--- config.mk ---
export PLATFORM = sky130hd
export DESIGN_NAME = flash_page_reader
export DESIGN_NICKNAME = d
export VERILOG_FILES = /design/src/rtl/flash_rd_pkg.sv /design/src/rtl/flash_shadow_track.sv /design/src/rtl/flash_dword_sel.sv /design/src/rtl/flash_page_bank.sv /design/src/rtl/flash_rd_ctrl.sv /design/src/rtl/flash_page_reader.sv
export SDC_FILE = /design/constraint.sdc
export NUM_CORES = 1
export LEC_CHECK = 0
export BUFFER_PORTS_ARGS = -buffer_cell sky130_fd_sc_hd__buf_2
export CAP_MARGIN = 20
export CELL_PAD_IN_SITES_DETAIL_PLACEMENT = 0
export CELL_PAD_IN_SITES_GLOBAL_PLACEMENT = 2
export CORE_UTILIZATION = 38
export DETAILED_ROUTE_END_ITERATION = 10
export HOLD_SLACK_MARGIN = 0.15
export PLACE_DENSITY_LB_ADDON = 0.1
export SYNTH_ARGS = -nofsm -noshare
export SYNTH_HDL_FRONTEND = slang
export SYNTH_HIERARCHICAL = 1
export SYNTH_SLANG_ARGS = --single-unit
--- constraint.sdc ---
create_clock -name clk_i -period 23.6 [get_ports clk_i]
set_clock_uncertainty 0.1 [all_clocks]
set_input_delay 1.18 -clock clk_i [delete_from_list [all_inputs] [get_ports clk_i]]
set_output_delay 1.18 -clock clk_i [all_outputs]
set_load 0.02 [all_outputs]
--- src/rtl/flash_rd_pkg.sv ---
package flash_rd_pkg;
  localparam int unsigned ADDR_W     = 17;
  localparam int unsigned DATA_W     = 64;
  localparam int unsigned PAGE_BYTES = 32;
  localparam int unsigned IGN_LSB    = 1;
  localparam int unsigned NUM_BUF    = 2;  // LRU is a single bit: two buffers

  localparam int unsigned PAGE_W = PAGE_BYTES * 8;
  localparam int unsigned WORDS  = PAGE_W / DATA_W;
  localparam int unsigned SEL_W  = $clog2(WORDS);
  localparam int unsigned TAG_W  = ADDR_W - SEL_W - IGN_LSB;
  localparam int unsigned BIDX_W = $clog2(NUM_BUF);
  localparam int unsigned KEY_W  = TAG_W + 1;

  typedef logic [KEY_W-1:0]  key_t;   // {shadow, tag}
  typedef logic [PAGE_W-1:0] page_t;
  typedef logic [DATA_W-1:0] dword_t;

  typedef enum logic [1:0] {
    ST_IDLE  = 2'd0,
    ST_FETCH = 2'd1,
    ST_RESP  = 2'd2
  } rd_state_e;
endpackage

--- src/rtl/flash_shadow_track.sv ---
module flash_shadow_track (
  input  logic clk_i,
  input  logic rst_ni,
  input  logic shadow_i,
  output logic toggle_o
);
  logic shadow_q;

  always_ff @(posedge clk_i or negedge rst_ni) begin
    if (!rst_ni) shadow_q <= 1'b0;
    else         shadow_q <= shadow_i;
  end

  assign toggle_o = shadow_i ^ shadow_q;
endmodule

--- src/rtl/flash_dword_sel.sv ---
module flash_dword_sel
  import flash_rd_pkg::*;
(
  input  page_t            page_i,
  input  logic [SEL_W-1:0] sel_i,
  output dword_t           dw_o
);
  dword_t words [WORDS];

  for (genvar g = 0; g < WORDS; g++) begin : g_slice
    assign words[g] = page_i[g*DATA_W +: DATA_W];
  end

  assign dw_o = words[sel_i];
endmodule

--- src/rtl/flash_page_bank.sv ---
module flash_page_bank
  import flash_rd_pkg::*;
(
  input  logic              clk_i,
  input  logic              rst_ni,
  input  logic              flush_i,
  input  key_t              key_i,
  output logic              hit_o,
  output logic [BIDX_W-1:0] hit_idx_o,
  output page_t             hit_page_o,
  input  logic              touch_i,
  input  logic              fill_i,
  input  key_t              fill_key_i,
  input  page_t             fill_page_i
);
  logic [NUM_BUF-1:0] valid_q;
  logic [NUM_BUF-1:0] match;
  key_t               key_q  [NUM_BUF];
  page_t              page_q [NUM_BUF];
  logic [BIDX_W-1:0]  lru_q;
  logic [BIDX_W-1:0]  victim;

  always_comb begin
    victim = lru_q;
    for (int i = NUM_BUF - 1; i >= 0; i--) begin
      if (!valid_q[i]) victim = BIDX_W'(i);
    end
  end

  for (genvar g = 0; g < NUM_BUF; g++) begin : g_buf
    logic load;
    assign load     = fill_i && (victim == BIDX_W'(g));
    assign match[g] = valid_q[g] && (key_q[g] == key_i);

    always_ff @(posedge clk_i or negedge rst_ni) begin
      if (!rst_ni)      valid_q[g] <= 1'b0;
      else if (flush_i) valid_q[g] <= 1'b0;
      else if (load)    valid_q[g] <= 1'b1;
    end

    always_ff @(posedge clk_i or negedge rst_ni) begin
      if (!rst_ni)   key_q[g] <= '0;
      else if (load) key_q[g] <= fill_key_i;
    end

    always_ff @(posedge clk_i) begin
      if (load) page_q[g] <= fill_page_i;
    end
  end

  always_comb begin
    hit_idx_o = '0;
    for (int i = NUM_BUF - 1; i >= 0; i--) begin
      if (match[i]) hit_idx_o = BIDX_W'(i);
    end
  end

  assign hit_o      = |match;
  assign hit_page_o = page_q[hit_idx_o];

  // recency: the other buffer becomes the next victim
  always_ff @(posedge clk_i or negedge rst_ni) begin
    if (!rst_ni)      lru_q <= '0;
    else if (touch_i) lru_q <= ~hit_idx_o;
    else if (fill_i)  lru_q <= ~victim;
  end
endmodule

--- src/rtl/flash_rd_ctrl.sv ---
module flash_rd_ctrl
  import flash_rd_pkg::*;
(
  input  logic              clk_i,
  input  logic              rst_ni,
  input  logic              req_i,
  input  logic              we_i,
  input  logic [ADDR_W-1:0] addr_i,
  input  logic              shadow_i,
  input  logic              toggle_i,
  input  logic              rand_i,
  input  logic              hit_i,
  input  dword_t            hit_dw_i,
  input  dword_t            core_dw_i,
  input  logic              core_valid_i,
  output key_t              lookup_key_o,
  output logic [SEL_W-1:0]  sel_o,
  output logic [SEL_W-1:0]  fetch_sel_o,
  output logic              touch_o,
  output logic              fill_o,
  output key_t              fill_key_o,
  output logic              flush_o,
  output logic              ready_o,
  output dword_t            data_o,
  output logic              core_req_o
);
  rd_state_e        state_q, state_d;
  key_t             key_q;
  logic [SEL_W-1:0] sel_q;
  logic             rand_q;
  logic             stale_q;
  dword_t           data_q, data_d;
  logic             accept, hit_ok;
  logic             unused_lsb;

  assign unused_lsb   = ^addr_i[IGN_LSB-1:0];
  assign lookup_key_o = {shadow_i, addr_i[ADDR_W-1 -: TAG_W]};
  assign sel_o        = addr_i[IGN_LSB +: SEL_W];
  assign fetch_sel_o  = sel_q;

  assign accept  = req_i && (state_q != ST_FETCH);
  assign hit_ok  = hit_i && !toggle_i;
  assign touch_o = accept && !we_i && hit_ok;
  assign flush_o = toggle_i;
  assign fill_o  = (state_q == ST_FETCH) && core_valid_i &&
                   !rand_q && !stale_q && !toggle_i;
  assign fill_key_o = key_q;

  always_comb begin
    state_d = state_q;
    data_d  = data_q;
    unique case (state_q)
      ST_FETCH: begin
        if (core_valid_i) begin
          state_d = ST_RESP;
          data_d  = core_dw_i;
        end
      end
      default: begin
        state_d = ST_IDLE;
        if (accept) begin
          if (we_i) begin
            state_d = ST_RESP;
            data_d  = '0;
          end else if (hit_ok) begin
            state_d = ST_RESP;
            data_d  = hit_dw_i;
          end else begin
            state_d = ST_FETCH;
          end
        end
      end
    endcase
  end

  always_ff @(posedge clk_i or negedge rst_ni) begin
    if (!rst_ni) begin
      state_q <= ST_IDLE;
      data_q  <= '0;
    end else begin
      state_q <= state_d;
      data_q  <= data_d;
    end
  end

  always_ff @(posedge clk_i or negedge rst_ni) begin
    if (!rst_ni) begin
      key_q   <= '0;
      sel_q   <= '0;
      rand_q  <= 1'b0;
      stale_q <= 1'b0;
    end else if (accept && !we_i && !hit_ok) begin
      key_q   <= lookup_key_o;
      sel_q   <= sel_o;
      rand_q  <= rand_i;
      stale_q <= 1'b0;
    end else if (state_q == ST_FETCH && toggle_i) begin
      stale_q <= 1'b1;
    end
  end

  assign ready_o    = (state_q == ST_RESP);
  assign data_o     = data_q;
  assign core_req_o = (state_q == ST_FETCH);
endmodule

--- src/rtl/flash_page_reader.sv ---
module flash_page_reader
  import flash_rd_pkg::*;
(
  input  logic              clk_i,
  input  logic              rst_ni,
  input  logic              req_i,
  input  logic              we_i,
  input  logic [ADDR_W-1:0] addr_i,
  input  logic              shadow_sel_i,
  input  logic              rand_mode_i,
  output logic              ready_o,
  output logic [DATA_W-1:0] rd_data_o,
  output logic              core_req_o,
  output logic [TAG_W-1:0]  core_addr_o,
  output logic              core_shadow_o,
  input  logic              core_valid_i,
  input  logic [PAGE_W-1:0] core_page_i
);
  logic              toggle;
  key_t              lookup_key, fill_key;
  logic [SEL_W-1:0]  sel, fetch_sel;
  logic              hit, touch, fill, flush;
  logic [BIDX_W-1:0] hit_idx;
  page_t             hit_page;
  dword_t            hit_dw, core_dw;

  flash_shadow_track u_shadow (
    .clk_i    (clk_i),
    .rst_ni   (rst_ni),
    .shadow_i (shadow_sel_i),
    .toggle_o (toggle)
  );

  flash_page_bank u_bank (
    .clk_i       (clk_i),
    .rst_ni      (rst_ni),
    .flush_i     (flush),
    .key_i       (lookup_key),
    .hit_o       (hit),
    .hit_idx_o   (hit_idx),
    .hit_page_o  (hit_page),
    .touch_i     (touch),
    .fill_i      (fill),
    .fill_key_i  (fill_key),
    .fill_page_i (core_page_i)
  );

  flash_dword_sel u_hit_sel (
    .page_i (hit_page),
    .sel_i  (sel),
    .dw_o   (hit_dw)
  );

  flash_dword_sel u_core_sel (
    .page_i (core_page_i),
    .sel_i  (fetch_sel),
    .dw_o   (core_dw)
  );

  flash_rd_ctrl u_ctrl (
    .clk_i        (clk_i),
    .rst_ni       (rst_ni),
    .req_i        (req_i),
    .we_i         (we_i),
    .addr_i       (addr_i),
    .shadow_i     (shadow_sel_i),
    .toggle_i     (toggle),
    .rand_i       (rand_mode_i),
    .hit_i        (hit),
    .hit_dw_i     (hit_dw),
    .core_dw_i    (core_dw),
    .core_valid_i (core_valid_i),
    .lookup_key_o (lookup_key),
    .sel_o        (sel),
    .fetch_sel_o  (fetch_sel),
    .touch_o      (touch),
    .fill_o       (fill),
    .fill_key_o   (fill_key),
    .flush_o      (flush),
    .ready_o      (ready_o),
    .data_o       (rd_data_o),
    .core_req_o   (core_req_o)
  );

  assign core_addr_o   = fill_key[TAG_W-1:0];
  assign core_shadow_o = fill_key[TAG_W];
endmodule

==> Yosys cells after proc, flatten, opt, wreduce, memory -nomap -nowiden <==
Memories as Yosys holds them, arrays and structs flattened.
Index checks and enable logic that the tools add are counted.
W data, S select, Z words.
{ "word_totals": {"inputBits": 280, "output_inout_bits": 81, "ram_bits": 512, "regBits": 119, "mem_count": 1} }
{ "classes": {"reduce_logical": 28, "n_bitwise": 5, "n_lt_le_gt_ge": 2, "n_eq_ne": 6, "muxes": 35} }
{ "memory_table": {"columns": ["memory", "words", "width", "read_ports", "rd_clocked_by_memory_dff", "write_ports", "line", "source"], "rows": [
  ["u_bank.page_q", 2, 256, 1, 0, 1, "flash_page_bank.sv:19", "page_t page_q [NUM_BUF];"]
]} }
{ "op_table": {"columns": ["cell", "n"], "rows": [
  ["$mux W64", 9],
  ["$bmux W64 S2", 2],
  ["$mux W256", 1],
  ["$reduce_or A256 Y1", 1],
  ["$eq A15 B15 Y1", 2],
  ["$mux W1", 18],
  ["$logic_and A1 B1 Y1", 14],
  ["$mux W2", 5],
  ["$reduce_bool A2 Y1", 5],
  ["$ge A3 B3 Y1 const B", 2],
  ["$not A2 Y3", 2],
  ["$logic_not A1 Y1", 5],
  ["$ne A2 B1 Y1 const B", 2],
  ["$reduce_and A3 Y1", 1],
  ["$reduce_bool A3 Y1", 1],
  ["$eq A2 B1 Y1 const B", 1],
  ["$eq A2 B2 Y1 const B", 1],
  ["$not A1 Y1", 2],
  ["$reduce_or A2 Y1", 1],
  ["$xor A1 B1 Y1", 1]
]} }

==> Depth between registers and ports, before layout <==
Gate-level depths: netlist of run 1.
An unclocked memory read counts as a cell.
{ "depth": {"ltp_word": 12, "depth_mapped": 11, "ltp_nobuf": 8} }

==> By module <==
Netlist of run 1, hierarchy kept.
{ "by_module_without_submodules": {"columns": ["mod", "area_per_inst_um2", "cells_each", "n_inst"], "rows": [
  ["flash_page_bank", 20173.1, 946, 1],
  ["flash_rd_ctrl", 4581.9, 431, 1],
  ["flash_dword_sel", 1622.8, 78, 2],
  ["flash_shadow_track", 33.8, 2, 1]
]} }

==> Worst setup path before layout of run 1 <==
No wires, ideal clock.
{ "synth_timing": {"kind": "input-to-reg", "start": "in core_valid_i", "end": "reg u_bank/key_q[17] in the netlist's numbering", "cell_stages": 8, "setup_slack_ps": 12814, "arrival_time_ps": 10582, "setup_time_ps": 104, "path_buffers": 4, "cell_sequence": "nand2_1 > buf_2 > buf_2 > nor4_1 > and2_1 > clkbuf_1 > buf_1 > mux2_2"} }
{ "synth_between": {"elab_chain_cells": 5} }
{ "synth_lines": {"columns": ["element", "line", "source"], "rows": [
  ["start: declaration", "flash_page_reader.sv:16", "input logic core_valid_i,"],
  ["$logic_and A1 B1 Y1 (2 in series)", "flash_rd_ctrl.sv:45", "assign fill_o = (state_q == ST_FETCH) && core_valid_i &&"],
  ["$logic_and A1 B1 Y1 (2 in series)", "flash_rd_ctrl.sv:46", "!rand_q && !stale_q && !toggle_i;"],
  ["via fill", "flash_page_reader.sv:22", "logic hit, touch, fill, flush;"],
  ["$logic_and A1 B1 Y1", "flash_page_bank.sv:32", "assign load = fill_i && (victim == BIDX_W'(g));"],
  ["via u_bank.g_buf[0].load", "flash_page_bank.sv:31", "logic load;"],
  ["end signal: indexed assignment", "flash_page_bank.sv:43", "else if (load) key_q[g] <= fill_key_i;"],
  ["end: declaration", "flash_page_bank.sv:18", "key_t key_q [NUM_BUF];"]
]} }
The timed path passes the listed nets, and every way through them passes these cells.
A chain may end at the register's enable or synchronous reset.

==> Worst setup path after layout of run 1 <==
{ "layout_timing": {"start": "in addr_i[10]", "end": "reg u_ctrl.data_q[63], in the netlist u_ctrl/data_o[63]"} }
{ "layout_between": {"elab_chain_cells": 12, "word_cells_on_any_way": 18, "classes_between": "2 x eq/ne; 9 x mux; 6 x reduce/logical; 1 x memory"} }
{ "layout_lines": {"columns": ["element", "line", "source"], "rows": [
  ["start: declaration", "flash_page_reader.sv:8", "input logic [ADDR_W-1:0] addr_i,"],
  ["$eq A15 B15 Y1", "flash_page_bank.sv:33", "assign match[g] = valid_q[g] && (key_q[g] == key_i);"],
  ["$logic_and A1 B1 Y1", "flash_page_bank.sv:33", null],
  ["$mux W1", "flash_page_bank.sv:54", "if (match[i]) hit_idx_o = BIDX_W'(i);"],
  ["$mux W1 (*)", "flash_page_bank.sv:54", null],
  ["via hit_idx", "flash_page_reader.sv:23", "logic [BIDX_W-1:0] hit_idx;"],
  ["$mem_v2 Z2 W256 (*)", null, null],
  ["via hit_page[191]", "flash_page_reader.sv:24", "page_t hit_page;"],
  ["$bmux W64 S2 (*)", "flash_dword_sel.sv:14", "assign dw_o = words[sel_i];"],
  ["$mux W64 (implied by the code) (*) (2 in series)", "flash_dword_sel.sv:14", null],
  ["via hit_dw[63]", "flash_page_reader.sv:25", "dword_t hit_dw, core_dw;"],
  ["$mux W64 (*)", "flash_rd_ctrl.sv:65", "end else if (hit_ok) begin"],
  ["$mux W64 (*)", "flash_rd_ctrl.sv:62", "if (we_i) begin"],
  ["$mux W64 (*)", "flash_rd_ctrl.sv:61", "if (accept) begin"],
  ["$mux W64 (*)", "flash_rd_ctrl.sv:52", "unique case (state_q)"],
  ["end signal: assignment", "flash_rd_ctrl.sv:82", "data_q <= data_d;"],
  ["end: declaration", "flash_rd_ctrl.sv:32", "dword_t data_q, data_d;"]
]} }
Mark *: on every way through the listed nets, which the timed path passes. The rest lies on a longest branch. The select of a mux whose other input is x is not followed.

==> metrics.cfg, run 1 <==
[logic_synthesis]
ys_seq_area_share_pct=65.5
synth.area.top_cells=edfxtp_1 (55%), dfrtp_1 (11%), mux4_2 (9.6%)
syn_inst=1535
ys.flop_type=edfxtp_1
synth_commonest_cells=edfxtp_1 (512), mux2_1 (222), mux4_2 (120)
synth_edf_count=512
syn-num-nets=1815
yosysMostFrequentCell=edfxtp_1
synth_cell_types=41
syn-cell-area_um2=28000
synth_warnings=6
synth_top_area_share_pct=54.8
ys_ff_latch=631
synth.avg_cell_area_um2=18.3
synth_area_leader_cell=edfxtp_1
ys_async_sr_fraction_pct=18.9

[placement]
dp.cells=2763
globalplace.congestion=0.754
placed_area_um2=30200
numPortBuffers=359
place_hpwl_mm=42.4

[cts]
post_cts_buffers=0
ctsHtreeMaxLevel=3
cts_resized=0
cts_tree=done
insertion_delay_ns=0.60
path_clk_slew_ns=0.06
clockBufferDepth=3
holdBufCountCts=0
cts_buffers=72
clockRootBuffer=clkbuf_16
cts.sinks=631

[detailed_routing]
antenna_left=0
drc=0
vias=15100
post_drt_wl_per_cell_um=24.8
finalWirelength_mm=72.1
first_iter_violations=885
routed_via_density=5.20
first_pass_iters=5

[sta]
slew_violations=0
grt_setup_unrepaired=no
fin_crit_ns=5.15
fmax_mhz=194
fin_crit_sh_pct=21.8
fin_tns_setup_ns=0
max_slew_margin_pct=29.9
tightest_slew_ns=1.05
setup_violations=0
finalHoldViolCount=0

[worst_setup_path]
critPathArrivalTime_ns=5.48
worstPathRequired_ns=23.93
start_kind=input port
cp_slowest_cell=buf_4
crit_path_frequent_cell=buf_4
startpoint=addr_i[10]
reg2reg_from=u_ctrl/state_q[1]
path_cells=buf_2, xnor2_1, nand4_1, or4_4, nor2_4, buf_4, buf_4, mux2_1, mux4_1, inv_1, a2111oi_2
slowest_delay_ns=0.87
end_kind=flip-flop
path_class=in2reg
crit_fanout=70

[global_route]
antenna_found_initial=27
grt_pass1_wl_mm=108
busiest_layer=met2
track_usage_pct=19.5
grtUsageMet1_pct=24.9
grtUsageMet2_pct=32.4
grt_max_degree=114
overflow=0
first_global_vias=16400
met3_usage_pct=4.79

[outcome]
status=finished, final reports clean

[floorplan]
initial_core_util_pct=38.4
ios=361
die_w_um=274
die_y_um=274
dieArea_um2=74900
core_area_um2=73000
rows=99

[finish]
fin_area_um2=32500
area_delta_synth_final_pct=16.0
final_nets=2158
drive_gt1_share_pct=38.5
fin_cells=2904
fillCellCount=6477
final_util_pct=44.6

[worst_hold_path]
hp-class=reg2reg
worstHoldStart=u_bank/key_q[6]

[pwr]
total_power_mw=2.76
peakVddDrop_v=0.0000549
pwr_density_cell_nw_per_um2=85.0
p_leak_nw=11.7

[run]
cap_viol_max_count=0

## stage by stage
| stage | hold WS [ns] | worst slack [ns] |
|---|---|---|
| finish | 0.394 | 18.45 |
| global route | 0.421 | 18.12 |
| CTS | 0.398 | 18.40 |
| detailed placement | 0.384 | 17.77 |
| global placement | 0.381 | 17.78 |
| floorplan | 0.364 | 12.81 |
## power breakdown
part           internal [mW]  switching (mW)
sequential              1.27          0.0500
combinational          0.166           0.195
clock                  0.646           0.442
total                   2.08           0.687
## metal layers
metal / up-vias / wire [um] / share of wire, %
li1: 6723 / - / -
met1: 7847 / 29900 / 42
met3: 134 / 4200 / 5.8
met4: 36 / 1890 / 2.6
met2: 358 / 35800 / 50
met5: - / 211 / 0.29
## critical path: cells and delay by family
| family | cells | cell delay (ns) |
|---|---|---|
| compound gates | 1 | 0.06 |
| mux | 2 | 0.88 |
| xor+xnor | 1 | 0.18 |
| buf+inv | 4 | 1.85 |
| simple gates | 3 | 1.21 |
## cell type report
| class | instances | area [um^2] | area share, % |
|---|---|---|---|
| multi-input combinational | 723 | 8390 | 25.8 |
| sequential | 631 | 18400 | 56.5 |
| tap | 959 | 1200 | 3.69 |
| clock buffer | 115 | 2190 | 6.73 |
| inverter | 67 | 260 | 0.800 |
| antenna | 9 | 22.5 | 0.0693 |
| timing repair buffer | 383 | 1990 | 6.11 |
| clock inverter | 17 | 113 | 0.346 |
## cells in the final DEF (no fill, tap or decap), types with 2 or more instances in the layout
cell	instances
mux4_1	8
buf_4	26
dfrtp_4	2
xnor2_1	30
clkbuf_8	12
a2111oi_1	4
clkbuf_16	77
inv_6	2
nand2b_1	2
clkbuf_1	26
nor2_1	67
mux4_2	120
mux2_2	67
mux2_1	222
nand2_1	46
clkinv_1	6
a2111oi_2	60
nand4_1	8
inv_1	65
edfxtp_1	512
and2_4	2
a21oi_1	3
nor4_1	2
diode_2	9
nor3_1	66
nor2b_1	2
nor2_4	2
buf_2	356
dfrtp_1	117
clkinv_2	8
## sequential cells by signal, summed over array words and instances (netlist names)
signal / flops
u_bank/key_q: 30
u_bank/lru_q: 1
u_bank/page_q: 512
u_bank/valid_q: 2
u_ctrl/data_o: 64
u_ctrl/fetch_sel_o: 2
u_ctrl/fill_key_o: 15
u_ctrl/rand_q: 1
u_ctrl/stale_q: 1
u_ctrl/state_q: 2
u_shadow/shadow_q: 1
## cell families (layout without fill, tap and decap cells)
kind of cell    count (synthesis)  after routing  share of synthesized area (%)
compound gates                 71             71                           3.52
xor+xnor                       31             31                          0.968
buf+inv                       181            582                           4.72
flops                         631            631                           65.5
mux                           417            417                           22.0
other cells                     0              9                              0
simple gates                  204            204                           3.33
## worst paths after layout
path	end	slack, ns	cells after the start
setup / recovery	u_ctrl/data_o[63]	18.45	11
setup reg to reg	u_bank/page_q[0][60]	18.79	7
min in group asynchronous	u_ctrl/data_o[28]	0.55	1
hold / removal	u_bank/key_q[6]	0.39	2
max in group asynchronous	u_bank/key_q[1]	21.49	2
hold reg to reg	u_bank/key_q[6]	0.39	2
Note: power is estimated with default switching activity, not from simulation.
==> run 2: changes to the inputs <==
ABC_AREA = 1   (was unset)
CORE_UTILIZATION = 32   (was 38)
clock period = 4.22 ns   (was 23.6 ns; I/O delays follow)
==> metrics.cfg, run 2 <==
[logic_synthesis]
synth_warnings=6
syn-cell-area_um2=31700
syn_inst=3812
syn-num-nets=4092
synth.avg_cell_area_um2=8.30

[cts]
cts_tree=done
insertion_delay_ns=0.62
post_cts_buffers=0
clockBufferDepth=3
ctsHtreeMaxLevel=3
path_clk_slew_ns=0.06
clockRootBuffer=clkbuf_16
cts_buffers=76
cts.sinks=631

[sta]
fin_crit_ns=3.53
slew_violations=0
fin_crit_sh_pct=83.7
fin_tns_setup_ns=0
tightest_slew_ns=1.25
grt_setup_unrepaired=no
max_slew_margin_pct=16.8
fmax_mhz=283
finalHoldViolCount=0
setup_violations=0
hold_ws_ns=0.214

[finish]
final_nets=4655
fillCellCount=9990
largest_register_ffs=512
final_cell_mix=nand2_1 (1628), nand3_1 (641), inv_1 (566), edfxtp_1 (512), buf_2 (356)
top_register=u_bank/page_q
drive_gt1_share_pct=12.3
fin_cells=5716
area_delta_synth_final_pct=26.6
layout_commonest_cell=nand2_1

[global_route]
grt_pass1_wl_mm=167
grtUsageMet1_pct=30.8
overflow=0
met3_usage_pct=2.72
track_usage_pct=22.6
first_global_vias=25400
grtUsageMet2_pct=38.2
busiest_layer=met2
antenna_found_initial=8
grt_max_degree=181

[detailed_routing]
routed_via_density=4.61
post_drt_wl_per_cell_um=19.9
first_iter_violations=1640
antenna_left=0
vias=26300
first_pass_iters=5
drc=0
finalWirelength_mm=114

[worst_setup_path]
r2r_slack_ns=0.69
startpoint=u_bank/key_q[27]
critPathArrivalTime_ns=3.99
reg2reg_from=u_bank/key_q[27]
end_kind=flip-flop
worstPathRequired_ns=4.68
crit_end=u_ctrl/fill_key_o[11]
crit_fanout=17
worstRegToRegCells=15
start_kind=flip-flop
worst_r2r_endpoint=u_ctrl/fill_key_o[11]
path_class=reg2reg

[placement]
place_hpwl_mm=63.2
globalplace.congestion=0.748
dp.cells=5262
numPortBuffers=359

[run]
cap_viol_max_count=0

[floorplan]
dieArea_um2=100000
rows=114
core_area_um2=97300
ios=361
die_w_um=317
die_y_um=317
initial_core_util_pct=32.5

[pwr]
peakVddDrop_v=0.000224
pwr_density_cell_nw_per_um2=421
p_leak_nw=19.5

[worst_hold_path]
hp-class=in2reg

[outcome]
status=finished, final reports clean

## run 2: per-layer routing
metal / wire length (um) / part of all wire (%) / vias to the layer above
li1: - / - / 13100
met1: 53000 / 46 / 12600
met2: 54700 / 48 / 504
met3: 4330 / 3.8 / 121
met4: 1910 / 1.7 / 8
met5: 55 / 0.048 / -
## run 2: area by class of cell
class	instances	area, um^2	area share, %
Multi-Input combinational cell	2366	9870	24.6
Sequential cell	631	18400	45.8
Inverter	581	2200	5.49
Clock inverter	31	282	0.703
Tap cell	1276	1600	3.98
Timing Repair Buffer	719	5600	14.0
Antenna cell	5	12.5	0.0312
Clock buffer	107	2150	5.37
## run 2: critical path: stages, from the launching register on
cell           delay [ns]
dfrtp_1              0.39
nand2_1              0.07
inv_1                0.03
nor2_1               0.22
nor2_1               0.07
nand2_1              0.07
nor2_1               0.08
nand2_8              0.11
o21ai_0              0.10
nand2_1              0.18
nand2_1              0.17
nor2_4               0.55
nand2_1              0.10
dlygate4sd3_1        0.59
nand2_1              0.07
dlygate4sd3_1        0.54
## run 2: metrics by stage
step | power, mW | util, % | setup WS [ns] | cell area [um^2]
finish | 16.9 | 41.2 | 0.686 | 40100
global route | 17.7 | 41.2 | 0.396 | 40100
CTS | 17.1 | 41.2 | 0.602 | 40100
detailed placement | 10.2 | 35.5 | 1.12 | 34500
global placement | 10.2 | 35.5 | 1.13 | 34500
floorplan | 9.02 | - | 0.268 | 31700
## run 2: where the power goes
part	switching [mW]	leakage, nW	total, mW	internal (mW)
Sequential	0.238	6.08	7.34	7.11
Clock	2.65	1.20	6.51	3.85
Combinational	2.00	12.3	3.02	1.02
## run 2: what timing repair did
item	in CTS	in global routing
hold buffers	311	0
resized for setup	0	0
endpoints found under the hold margin	719	0
endpoints found under the setup margin	0	0
## run 2: worst min-delay path by stage
stage / from / endpoint / slack (ns) / cells after the start
2_1_floorplan: rst_ni / u_bank/key_q[0] / -0.18 / 0
3_3_place_gp: rst_ni / u_ctrl/fill_key_o[7] / 0.18 / 1
3_5_place_dp: rst_ni / u_ctrl/fill_key_o[5] / 0.18 / 1
4_1_cts: core_page_i[205] / u_bank/page_q[1][205] / 0.17 / 2
5_1_grt: core_page_i[155] / u_bank/page_q[0][155] / 0.21 / 2
6_report: addr_i[2] / u_ctrl/data_o[8] / 0.21 / 7
==> run 3: changes to the inputs <==
clock period = 3.1 ns   (was 4.22 ns; I/O delays follow)
==> metrics.cfg, run 3 (synthesized netlist as in run 2, its figures left out) <==
[sta]
grt_setup_unrepaired=no
fmax_mhz=349
max_slew_margin_pct=43.0
setup_violations=0
slew_violations=0
finalHoldViolCount=0
tightest_slew_ns=0.855
setup_ws_ns=0.233
fin_crit_ns=2.87
fin_crit_sh_pct=92.5
fin_tns_setup_ns=0

[finish]
largest_register_ffs=512
antenna_cells=0
layout_commonest_cell=nand2_1
final_nets=4839
area_delta_synth_final_pct=32.5
seqCellArea_um2=18400
fillCellCount=9969
final_util_pct=43.1
final_cell_mix=nand2_1 (1628), nand3_1 (641), inv_1 (566), edfxtp_1 (512), dlygate4sd3_1 (448)
multi_input_area_um2=9870
drive_gt1_share_pct=12.6
fin_cells=5900
top_register=u_bank/page_q

[detailed_routing]
post_drt_wl_per_cell_um=19.6
routed_via_density=4.58
finalWirelength_mm=115
first_iter_violations=1939
antenna_left=0
first_pass_iters=5
drc=0
vias=27000

[pwr]
total_power_mw=22.7
peakVddDrop_v=0.000310
pwr_density_cell_nw_per_um2=541
p_leak_nw=20.4

[run]
cap_viol_max_count=0

[floorplan]
die_y_um=317
dieArea_um2=100000
initial_core_util_pct=32.5
die_w_um=317
rows=114
core_area_um2=97300
ios=361

[cts]
cts_tree=done
insertion_delay_ns=0.65
post_cts_buffers=0
clockRootBuffer=clkbuf_16
clockBufferDepth=3
cts_buffers=78
cts.sinks=631
ctsHtreeMaxLevel=3
path_clk_slew_ns=0.06

[placement]
numPortBuffers=359
pre_cts_ws_ns=0.345
globalplace.congestion=0.743
place_hpwl_mm=67.8
dp.cells=5306

[global_route]
antenna_found_initial=4
track_usage_pct=22.9
grt_max_degree=77
first_global_vias=26400
grt_pass1_wl_mm=170
overflow=0

[worst_setup_path]
start_kind=flip-flop
end_kind=flip-flop
crit_fanout=14
startpoint=u_bank/key_q[28]
reg2reg_from=u_bank/key_q[28]
critPathArrivalTime_ns=3.30
path_class=reg2reg
worstPathRequired_ns=3.53

[outcome]
status=finished, final reports clean

[worst_hold_path]
hp-class=in2reg
worstHoldStart=core_page_i[104]

-- run 3: cell count changes in the layout (fill, tap and decap cells not counted), sizes merged --
cell and delta:
clkbuf +12, buf +44, bufinv -5, inv +1, dlygate4sd3 +138, diode -5
clkinvlp -1
-- run 3: critical path, cell delays in order, from the launching register on --
cell and delay, ns:
dfrtp_1 0.34, inv_1 0.06, nand2_1 0.15, nand2_1 0.07, nor2_1 0.11, nand2_1 0.08
nor2_2 0.24, nand2_8 0.17, o21ai_0 0.13, nand2_1 0.14, nand2_1 0.22, nor2_4 0.07
buf_4 0.20, nand2_1 0.08, dlygate4sd3_1 0.55, nand2_1 0.05
-- run 3: per-stage QoR --
stage | cell area, um^2 | hold slack, ns
3_3_place_gp | 35100 | 0.127
4_1_cts | 41900 | 0.150
3_5_place_dp | 35100 | 0.124
5_1_grt | 41900 | 0.156
2_1_floorplan | 31700 | -0.241
6_report | 41900 | 0.195
-- run 3: area by class of cell --
type	count	area share (%)
Clock buffer	119	5.09
Tap cell	1276	3.81
Sequential cell	631	43.8
Multi-Input combinational cell	2366	23.5
Clock inverter	26	0.435
Inverter	581	5.24
Timing Repair Buffer	901	18.1
-- run 3: power by group --
| part | internal [mW] | leakage, nW | switching (mW) |
|---|---|---|---|
| clock network | 4.77 | 1.12 | 3.67 |
| logic | 1.52 | 13.2 | 2.74 |
| registers | 9.68 | 6.08 | 0.337 |
| total | 16.0 | 20.4 | 6.75 |
-- run 3: metal layers --
layer / track usage, % / part of all wire (%)
met3: 2.80 / 3.8
met2: 38.7 / 48
met1: 31.2 / 46
met4: 5.16 / 1.9
met5: 0 / 0.020
-- run 3: path summary, 6_finish.rpt --
kind | end | slack [ns] | cells after the start
min | u_bank/page_q[1][104] | 0.19 | 2
min reg2reg | u_ctrl/data_o[8] | 0.40 | 2
min in group asynchronous | u_ctrl/data_o[63] | 0.57 | 4
max | u_ctrl/fill_key_o[11] | 0.23 | 15
max in group asynchronous | u_ctrl/data_o[38] | 1.96 | 4
max reg2reg | u_ctrl/fill_key_o[11] | 0.23 | 15
-- run 3: timing repair --
| action | 4_1_cts | 5_1_grt |
|---|---|---|
| endpoints found under the hold margin | 720 | 0 |
| pin swaps | 0 | 0 |
| gates resized for setup | 1 | 2 |
| setup endpoints to repair | 1 | 13 |
| hold buffers | 449 | 0 |
